--- src/rtl/pio_fifo_pkg.sv ---
package pio_fifo_pkg;
  typedef enum logic [2:0] {
    OP_IDLE,
    OP_RSP,
    OP_CLEAR,
    OP_WR_DATA,
    OP_WR_CMD,
    OP_RD
  } fifo_op_e;
endpackage

--- src/rtl/pio_fifo_ctrl.sv ---
module pio_fifo_ctrl
  import pio_fifo_pkg::*;
#(
  parameter int DEPTH = 16,
  localparam int AW = $clog2(DEPTH),
  localparam int CW = $clog2(DEPTH + 1)
) (
  input  logic          clk,
  input  logic          rst,
  input  fifo_op_e      op,
  input  logic          flush,
  input  logic          data_out_phase,
  output logic          mem_we,
  output logic [AW-1:0] mem_waddr,
  output logic          rd_fire,
  output logic [AW-1:0] rd_addr,
  output logic [CW-1:0] count,
  output logic [CW-1:0] flags,
  output logic          overrun,
  output logic          irq
);
  logic [AW-1:0] rptr, wptr;
  logic          at_limit;

  function automatic logic [AW-1:0] step(input logic [AW-1:0] p);
    return (p == AW'(DEPTH - 1)) ? '0 : p + AW'(1);
  endfunction

  assign at_limit  = (count == CW'(DEPTH - 1));
  assign mem_we    = (op == OP_WR_DATA) && !at_limit;
  assign mem_waddr = wptr;
  assign rd_fire   = (op == OP_RD) && (count != '0);
  assign rd_addr   = rptr;

  always_ff @(posedge clk) begin
    if (rst) begin
      count   <= '0;
      rptr    <= '0;
      wptr    <= '0;
      flags   <= '0;
      overrun <= 1'b0;
      irq     <= 1'b0;
    end else begin
      irq <= rd_fire || (op == OP_RSP);
      if ((op == OP_WR_DATA) && at_limit) overrun <= 1'b1;
      else if (flush)                     overrun <= 1'b0;
      if (op == OP_RSP)  flags <= CW'(2);
      else if (flush)    flags <= '0;
      case (op)
        OP_RSP: begin
          count <= CW'(2);
          rptr  <= '0;
          wptr  <= AW'(2);
        end
        OP_CLEAR: begin
          count <= '0;
          rptr  <= '0;
          wptr  <= '0;
        end
        OP_WR_DATA: begin
          if (!at_limit) begin
            count <= count + CW'(1);
            wptr  <= step(wptr);
          end
        end
        OP_RD: begin
          if (count != '0) begin
            count <= count - CW'(1);
            if (count == CW'(1)) begin
              rptr <= '0;
              wptr <= '0;
            end else if (!data_out_phase) begin
              rptr <= step(rptr);
            end
          end
        end
        default: ;
      endcase
    end
  end
endmodule

--- src/rtl/pio_fifo_store.sv ---
module pio_fifo_store #(
  parameter int DEPTH = 16,
  parameter int DW    = 8,
  localparam int AW = $clog2(DEPTH)
) (
  input  logic          clk,
  input  logic          rst,
  input  logic          we,
  input  logic [AW-1:0] waddr,
  input  logic [DW-1:0] wdata,
  input  logic          rsp_load,
  input  logic [DW-1:0] rsp_status,
  input  logic          rd_fire,
  input  logic          rd_zero,
  input  logic [AW-1:0] raddr,
  output logic [DW-1:0] rd_data
);
  logic [DW-1:0] mem [DEPTH];

  always_ff @(posedge clk) begin
    if (rsp_load) begin
      mem[0] <= rsp_status;
      mem[1] <= '0;
    end else if (we) begin
      mem[waddr] <= wdata;
    end
  end

  always_ff @(posedge clk) begin
    if (rst)          rd_data <= '0;
    else if (rd_fire) rd_data <= rd_zero ? '0 : mem[raddr];
  end
endmodule

--- src/rtl/pio_cmd_capture.sv ---
module pio_cmd_capture #(
  parameter int CMD_DEPTH = 16,
  parameter int DW        = 8,
  localparam int CAW = $clog2(CMD_DEPTH),
  localparam int CLW = $clog2(CMD_DEPTH + 1)
) (
  input  logic           clk,
  input  logic           rst,
  input  logic           we,
  input  logic [DW-1:0]  wdata,
  input  logic           clr,
  input  logic [CAW-1:0] raddr,
  output logic [CLW-1:0] len,
  output logic [DW-1:0]  rdata
);
  logic [DW-1:0] cbuf [CMD_DEPTH];
  logic          room;

  assign room = (len < CLW'(CMD_DEPTH));

  always_ff @(posedge clk) begin
    if (we && room && !clr) cbuf[CAW'(len)] <= wdata;
    rdata <= cbuf[raddr];
  end

  always_ff @(posedge clk) begin
    if (rst || clr)      len <= '0;
    else if (we && room) len <= len + CLW'(1);
  end
endmodule

--- src/rtl/pio_data_fifo.sv ---
module pio_data_fifo
  import pio_fifo_pkg::*;
#(
  parameter int DEPTH     = 16,
  parameter int CMD_DEPTH = 16,
  parameter int DW        = 8,
  localparam int CW  = $clog2(DEPTH + 1),
  localparam int CAW = $clog2(CMD_DEPTH),
  localparam int CLW = $clog2(CMD_DEPTH + 1),
  localparam int AW  = $clog2(DEPTH)
) (
  input  logic           clk,
  input  logic           rst,
  input  logic           wr_en,
  input  logic [DW-1:0]  wr_data,
  input  logic           rd_en,
  input  logic [2:0]     phase,
  input  logic           cmd_mode,
  input  logic           new_cmd,
  input  logic           flush,
  input  logic           rsp_load,
  input  logic [DW-1:0]  rsp_status,
  input  logic           cmd_clr,
  input  logic [CAW-1:0] cmd_raddr,
  output logic [DW-1:0]  rd_data,
  output logic [CW-1:0]  count,
  output logic [CW-1:0]  flags,
  output logic           overrun,
  output logic           irq,
  output logic [CLW-1:0] cmd_len,
  output logic [DW-1:0]  cmd_rdata
);
  fifo_op_e      op;
  logic          data_out_phase;
  logic          mem_we, rd_fire;
  logic [AW-1:0] mem_waddr, rd_addr;

  assign data_out_phase = (phase[2:1] == 2'b00);

  always_comb begin
    op = OP_IDLE;
    if (rsp_load)     op = OP_RSP;
    else if (new_cmd) op = OP_CLEAR;
    else if (wr_en)   op = cmd_mode ? OP_WR_CMD : OP_WR_DATA;
    else if (rd_en)   op = OP_RD;
  end

  pio_fifo_ctrl #(.DEPTH(DEPTH)) u_ctrl (
    .clk(clk), .rst(rst), .op(op), .flush(flush),
    .data_out_phase(data_out_phase),
    .mem_we(mem_we), .mem_waddr(mem_waddr),
    .rd_fire(rd_fire), .rd_addr(rd_addr),
    .count(count), .flags(flags), .overrun(overrun), .irq(irq)
  );

  pio_fifo_store #(.DEPTH(DEPTH), .DW(DW)) u_store (
    .clk(clk), .rst(rst), .we(mem_we), .waddr(mem_waddr), .wdata(wr_data),
    .rsp_load(op == OP_RSP), .rsp_status(rsp_status),
    .rd_fire(rd_fire), .rd_zero(data_out_phase), .raddr(rd_addr),
    .rd_data(rd_data)
  );

  pio_cmd_capture #(.CMD_DEPTH(CMD_DEPTH), .DW(DW)) u_cmd (
    .clk(clk), .rst(rst), .we(op == OP_WR_CMD), .wdata(wr_data),
    .clr(cmd_clr), .raddr(cmd_raddr), .len(cmd_len), .rdata(cmd_rdata)
  );
endmodule

--- config.mk ---
export PLATFORM = sky130hd
export DESIGN_NAME = pio_data_fifo
export DESIGN_NICKNAME = d
export VERILOG_FILES = /design/src/rtl/pio_fifo_pkg.sv /design/src/rtl/pio_fifo_ctrl.sv /design/src/rtl/pio_fifo_store.sv /design/src/rtl/pio_cmd_capture.sv /design/src/rtl/pio_data_fifo.sv
export SDC_FILE = /design/constraint.sdc
export NUM_CORES = 1
export LEC_CHECK = 0
export BUFFER_PORTS_ARGS = -buffer_cell sky130_fd_sc_hd__buf_2
export CORE_MARGIN = 1.5
export CORE_UTILIZATION = 50
export DETAILED_ROUTE_END_ITERATION = 7
export GPL_TIMING_DRIVEN = 1
export PLACE_DENSITY = 0.63
export SETUP_SLACK_MARGIN = 0.1
export SKIP_LAST_GASP = 1
export SLEW_MARGIN = 25
export SYNTH_ARGS = -nofsm -noshare
export SYNTH_HDL_FRONTEND = slang
export SYNTH_SLANG_ARGS = --single-unit
--- constraint.sdc ---
create_clock -name clk -period 6.98 [get_ports clk]
set_clock_uncertainty 0.1 [all_clocks]
set_input_delay 0.698 -clock clk [delete_from_list [all_inputs] [get_ports clk]]
set_output_delay 0.698 -clock clk [all_outputs]
set_load 0.1 [all_outputs]
# Word-level counts from Yosys, hierarchy flattened
# Memories as Yosys holds them, arrays and structs flattened. A register that Yosys moved wholly into a read port is not among the register bits.
# Cells that the tools add are included.
dict set report op_classes {
  magnitude_cmp 1
  reduce_logical 20
  addsub 5
  mux 35
  n_eq_ne 13
}
# operator count
set op_table {}
lappend op_table {{4-bit two-way mux} 11}
lappend op_table {{5-bit case mux with 4 select lines} 1}
lappend op_table {{8-bit two-way mux} 2}
lappend op_table {{4-bit case mux with 4 select lines} 1}
lappend op_table {{3-bit two-way mux} 5}
lappend op_table {{5-bit by 1-bit adder with 5-bit output (second input constant)} 2}
lappend op_table {{1-bit two-way mux} 10}
lappend op_table {{5-bit two-way mux} 2}
lappend op_table {{4-bit by 1-bit adder with 4-bit output (second input constant)} 2}
lappend op_table {{4-bit equality test (second input constant)} 2}
lappend op_table {{4-bit case mux with 2 select lines} 1}
lappend op_table {{8-bit OR reduction} 1}
lappend op_table {{3-bit by 2-bit equality test with 1-bit output (second input constant)} 2}
lappend op_table {{3-bit equality test (second input constant)} 2}
lappend op_table {{2-bit != test (second input constant)} 3}
lappend op_table {{3-bit AND reduction} 2}
lappend op_table {{2-bit nonzero test} 3}
lappend op_table {{5-bit by 1-bit equality test with 1-bit output (second input constant)} 1}
lappend op_table {{5-bit by 4-bit equality test with 1-bit output (second input constant)} 1}
lappend op_table {{1-bit logical AND} 5}
lappend op_table {{5-bit less-than comparator (second input constant)} 1}
lappend op_table {{5-bit nonzero test} 1}
lappend op_table {{5-bit by 1-bit subtractor with 5-bit output (second input constant)} 1}
lappend op_table {{2-bit two-way mux} 2}
lappend op_table {{other kinds (8)} 10}
dict set report totals {
  ram_bits 256
  regBits 29
  inputBits 32
  mem_count 2
  elab_cells 84
}
# name words width read_ports rd_clocked_by_memory_dff write_ports line
set memory_table {}
lappend memory_table {u_cmd.cbuf 16 8 1 1 1 pio_cmd_capture.sv:16} ;# logic [DW-1:0] cbuf [CMD_DEPTH];
lappend memory_table {u_store.mem 16 8 1 1 2 pio_fifo_store.sv:18} ;# logic [DW-1:0] mem [DEPTH];

# Depth between registers and ports, before layout
dict set report logic_depth {
  depth_word 11
  depth_mapped 7
  mapped_depth_nobuf 7
}

# By module
# A second synthesis with hierarchy kept.
dict set report hier_totals {
  cells_unflattened 685
  area_unflattened_um2 12081.6
}
# module area_per_inst_um2 cells_each seq_area_each_um2 instances
set modules_own_cells {}
lappend modules_own_cells {pio_cmd_capture 5426.5 260 4103.9 1}
lappend modules_own_cells {pio_fifo_store 5413.9 270 4003.8 1}
lappend modules_own_cells {pio_fifo_ctrl 1173.6 144 320.3 1}
lappend modules_own_cells {pio_data_fifo 67.6 11 0.0 1}

# Worst setup path after synthesis
# OpenSTA, ideal clock, no wires.
dict set report synth_path {
  kind {in2reg}
  from {in rsp_load}
  to {mem u_cmd.cbuf[3][0], enable pin}
  setup_ns 0.383
  path_stages 6
  path_slack_ns 4.032
  arrival_time_ns 2.464
  path_cell_list {clkbuf_1 -> or2_2 -> clkbuf_1 -> nor3_1 -> nand2_1 -> nor3_1}
}
dict set report synth_between {
  elab_chain_cells 6
}
# element line
set synth_rtl {}
lappend synth_rtl {{from (decl)} pio_data_fifo.sv:21} ;# input logic rsp_load,
lappend synth_rtl {{3-bit two-way mux} pio_data_fifo.sv:42} ;# if (rsp_load) op = OP_RSP;
lappend synth_rtl {{3-bit equality test} pio_data_fifo.sv:64} ;# .clk(clk), .rst(rst), .we(op == OP_WR_CMD), .wdata(wr_data),
lappend synth_rtl {{1-bit logical AND (2 in a row)} pio_cmd_capture.sv:22} ;# if (we && room && !clr) cbuf[CAW'(len)] <= wdata;
lappend synth_rtl {{1-bit two-way mux} pio_cmd_capture.sv:22}
lappend synth_rtl {{1-bit two-way mux (not written as such)} pio_cmd_capture.sv:22}
lappend synth_rtl {{to (decl)} pio_cmd_capture.sv:16}
# No other way between the ends.

==> metrics.cfg <==
[routing]
dr_total_vias = 6057
drt_pass1_iterations = 5
route.final.wire_length_um = 24290
drc = 0
drtAntennaViolNets = 0
dr.first_iter.drc_count = 487
routed_wire_length_per_instance_um = 23.37
route.detailed.vias_per_inst = 5.830

[grt]
grt_start_max_net_pins = 33
first_global_vias = 6112
grt_overflow = 0
wire_length_of_the_first_global_routing_pass_um = 36510
globalRouteTotalUtil_pct = 20.15
grt_antenna_before_repair = 0

[sta]
min_period_over_period_pct = 39.84
fin_tns_setup_ps = 0
clock.fmax_ghz = 0.3596
max_slew.worst_pin.slew_ps = 903.3
setup_viol = 0
finalHoldViolCount = 0
finalHoldWorstSlack_ps = 306.7
final.setup.worst_slack_ps = 4199
crit_path_time_final_ps = 2781
finalMaxSlewViolations = 0
max-slew-margin-rel_pct = 39.56
grt_setup_unrepaired = false

[logic_synthesis]
synth_flop_cell = sky130_fd_sc_hd__edfxtp_1
synthesis.instances = 632
synth.most_common_cell = sky130_fd_sc_hd__edfxtp_1
synthDominantAreaCellType = sky130_fd_sc_hd__edfxtp_1
synth_area_per_cell_um2 = 18.83
async_reset_ff_share_pct = 0
number_of_synthesized_flops_with_an_enable_pin = 256
ys_warn_count = 0
synth.yosys.seq_area_share_pct = 71.48
synth_cell_types = 55
synth.ff_latch_count = 297
yosys.area.top_type_share_pct = 64.59
post_synth_main_area_contributors = sky130_fd_sc_hd__edfxtp_1 65%, sky130_fd_sc_hd__mux4_2 14%, sky130_fd_sc_hd__dfxtp_1 6.9%
post_synth_design_cell_area_mm2 = 0.01190
synth_commonest_cells = 256 x sky130_fd_sc_hd__edfxtp_1, 73 x sky130_fd_sc_hd__mux4_2, 41 x sky130_fd_sc_hd__dfxtp_1, 37 x sky130_fd_sc_hd__nor2_1

[pwr]
netSwitchingPower_mw = 0.8154
total_power_mw = 3.859
part_of_the_total_power_dissipated_in_sequential_elements_pct = 50.5
ir_worst_vdd_mv = 0.1802
power_density_of_the_placed_cells_mw_per_mm2 = 284.1
comb_power_share_pct = 5.4
clock_power_share_pct = 44.1
static_leakage_nw = 4.458
internal-power_mw = 3.044
power.share.switching_pct = 21.13

[place]
placed_cells_incl_taps = 984
globalplace.congestion = 0.8423
place_area_mm2 = 0.01249
portBuffers = 59
preCtsSetupSlack_ps = 3759
hpwlAfterDp_um = 15170

[clocking]
ctsHoldBuffers = 0
tritoncts = built
cts-resized-gates = 0
ctsRootBufferMaster = sky130_fd_sc_hd__clkbuf_16
path_clk_slew_ps = 60
cts-buffers-inserted = 30
clock_path_buffers = 3
post-cts-setup-buffers = 0
worst_skew_pair.late_latency_ps = 550
cts_sinks = 297
clock_tree.htree_level_count = 1

[worst_setup_path]
timing.critical_path.to_type = flip-flop
worst_ep_required_time_ps = 7080
crit-reg2reg-capture = u_store.mem[0][4]
critPathKind = flip-flop to flip-flop
delay_contributed_by_the_slowest_stage_of_the_critical_path_ps = 480
worst_r2r_path_cells = 6
worstSetupEndpoint = u_store.mem[0][4]
crit_path_frequent_cell = sky130_fd_sc_hd__ha_1
critPathArrivalTime_ps = 2880
setup.worst_path.start = u_ctrl.count[0]
crit_slowest_cell = sky130_fd_sc_hd__or2_1
cp-start-kind = flip-flop
critical_path_cell_list = ha_1 -> and3_1 -> ha_1 -> nand2b_1 -> or2_1 -> or2b_1
reg2reg_setup_slack_ps = 4200
critical_path.max_fanout = 9
rr_startpoint = u_ctrl.count[0]

[floorplan]
floorplan.initialDensity_pct = 50.86
boundaryPins = 65
chipWidth_um = 157.3
design.die.area_mm2 = 0.02474
core_mm2 = 0.02340
floorplan.rows = 56
chipHeight_um = 157.3

[cells_and_area]
antenna_cells = 0
final_nets = 743
fin_cells = 1039
layout-drive-gt1-share_pct = 29.17
layout.core_utilization_pct = 58.04
flow.area_growth_from_synthesis_pct = 14.11
post-route-cell-area_mm2 = 0.01358

[hold_path]
worstHoldPathType = input pin to flip-flop
min_from = cmd_clr

[run_status]
status = finished clean

[run]
maxCapViolCount = 0

-- logic make-up (layout without fill, tap and decap cells) --
logic type	after synthesis	after routing	share of synthesized area [%]
flip-flops	297	297	71.48
AND/OR/NAND/NOR	115	115	5.245
multiplexers	98	98	16.25
AO/OA/AOI/OAI	59	59	3.448
buffers and inverters	44	129	1.776
adder cells (fa/ha/maj)	14	14	1.472
XOR/XNOR	4	4	0.2943
other	1	4	0.03151
-- state kept, by name, indices dropped and copies added, names as in the netlist, named ones only --
name,flops
u_cmd.cbuf,128
u_cmd.len,5
u_cmd.rdata,8
u_ctrl.count,5
u_ctrl.flags,1
u_ctrl.irq,1
u_ctrl.mem_waddr,4
u_ctrl.overrun,1
u_ctrl.rd_addr,4
u_store.mem,128
u_store.rd_data,8
-- worst max-delay path: cells and delay by family (launching register included) --
kind          cells  cell delay [ps]
simple gates      4             1420
fa+ha+maj         2              520
flops             1              390
-- power groups by stage --
stage                     sequential, mW  combinational (mW)  clock (mW)
after floorplan                     2.04              0.0922           0
after global placement              1.98               0.204           0
after detailed placement            1.99               0.209           0
after CTS                           1.95               0.210        1.73
after global routing                1.95               0.221        1.80
final                               1.95               0.209        1.70
-- final cells by class --
cell class                      count  area (um2)
Sequential cell                   297        8511
Inverter                           10       37.54
Clock inverter                     17       196.4
Clock buffer                       38       885.9
Timing Repair Buffer               64       332.8
Multi-Input combinational cell    294        3219
Fill cell                        1758        9821
Tap cell                          319       399.1
-- per-layer routing --
metal / vias to the layer above / wire (um) / track usage (%)
met5: - / 0 / 0
met1: 3152 / 10600 / 29.17
met4: 0 / 320 / 4.492
li1: 2685 / - / -
met3: 28 / 1276 / 2.506
met2: 192 / 12090 / 33.12
-- worst min-delay path by stage --
stage	end	slack, ps	depth (start not counted)
detailed placement	u_store.rd_data[3]	370	2
floorplan	u_ctrl.mem_waddr[1]	370	2
global placement	u_store.rd_data[3]	360	2
CTS	u_cmd.len[3]	280	2
global route	u_cmd.len[0]	310	2
finish	u_cmd.len[3]	310	2
-- cells in the final DEF (no fill, tap or decap), drive strengths merged, types with 4 or more instances in the layout --
| master | n |
|---|---|
| nor2 | 37 |
| o21ai | 12 |
| clkbuf | 38 |
| edfxtp | 256 |
| dfxtp | 41 |
| inv | 10 |
| ha | 14 |
| bufinv | 4 |
| nor3b | 4 |
| buf | 64 |
| nand2b | 7 |
| nand3 | 7 |
| xnor2 | 4 |
| mux2i | 17 |
| mux4 | 73 |
| mux2 | 8 |
| clkinv | 12 |
| a21oi | 12 |
| and2 | 8 |
| a2bb2oi | 8 |
| o211ai | 4 |
| a211oi | 5 |
| nand2 | 12 |
| conb | 4 |
| nor3 | 15 |
No activity file was read; power rests on OpenSTA's default activity.
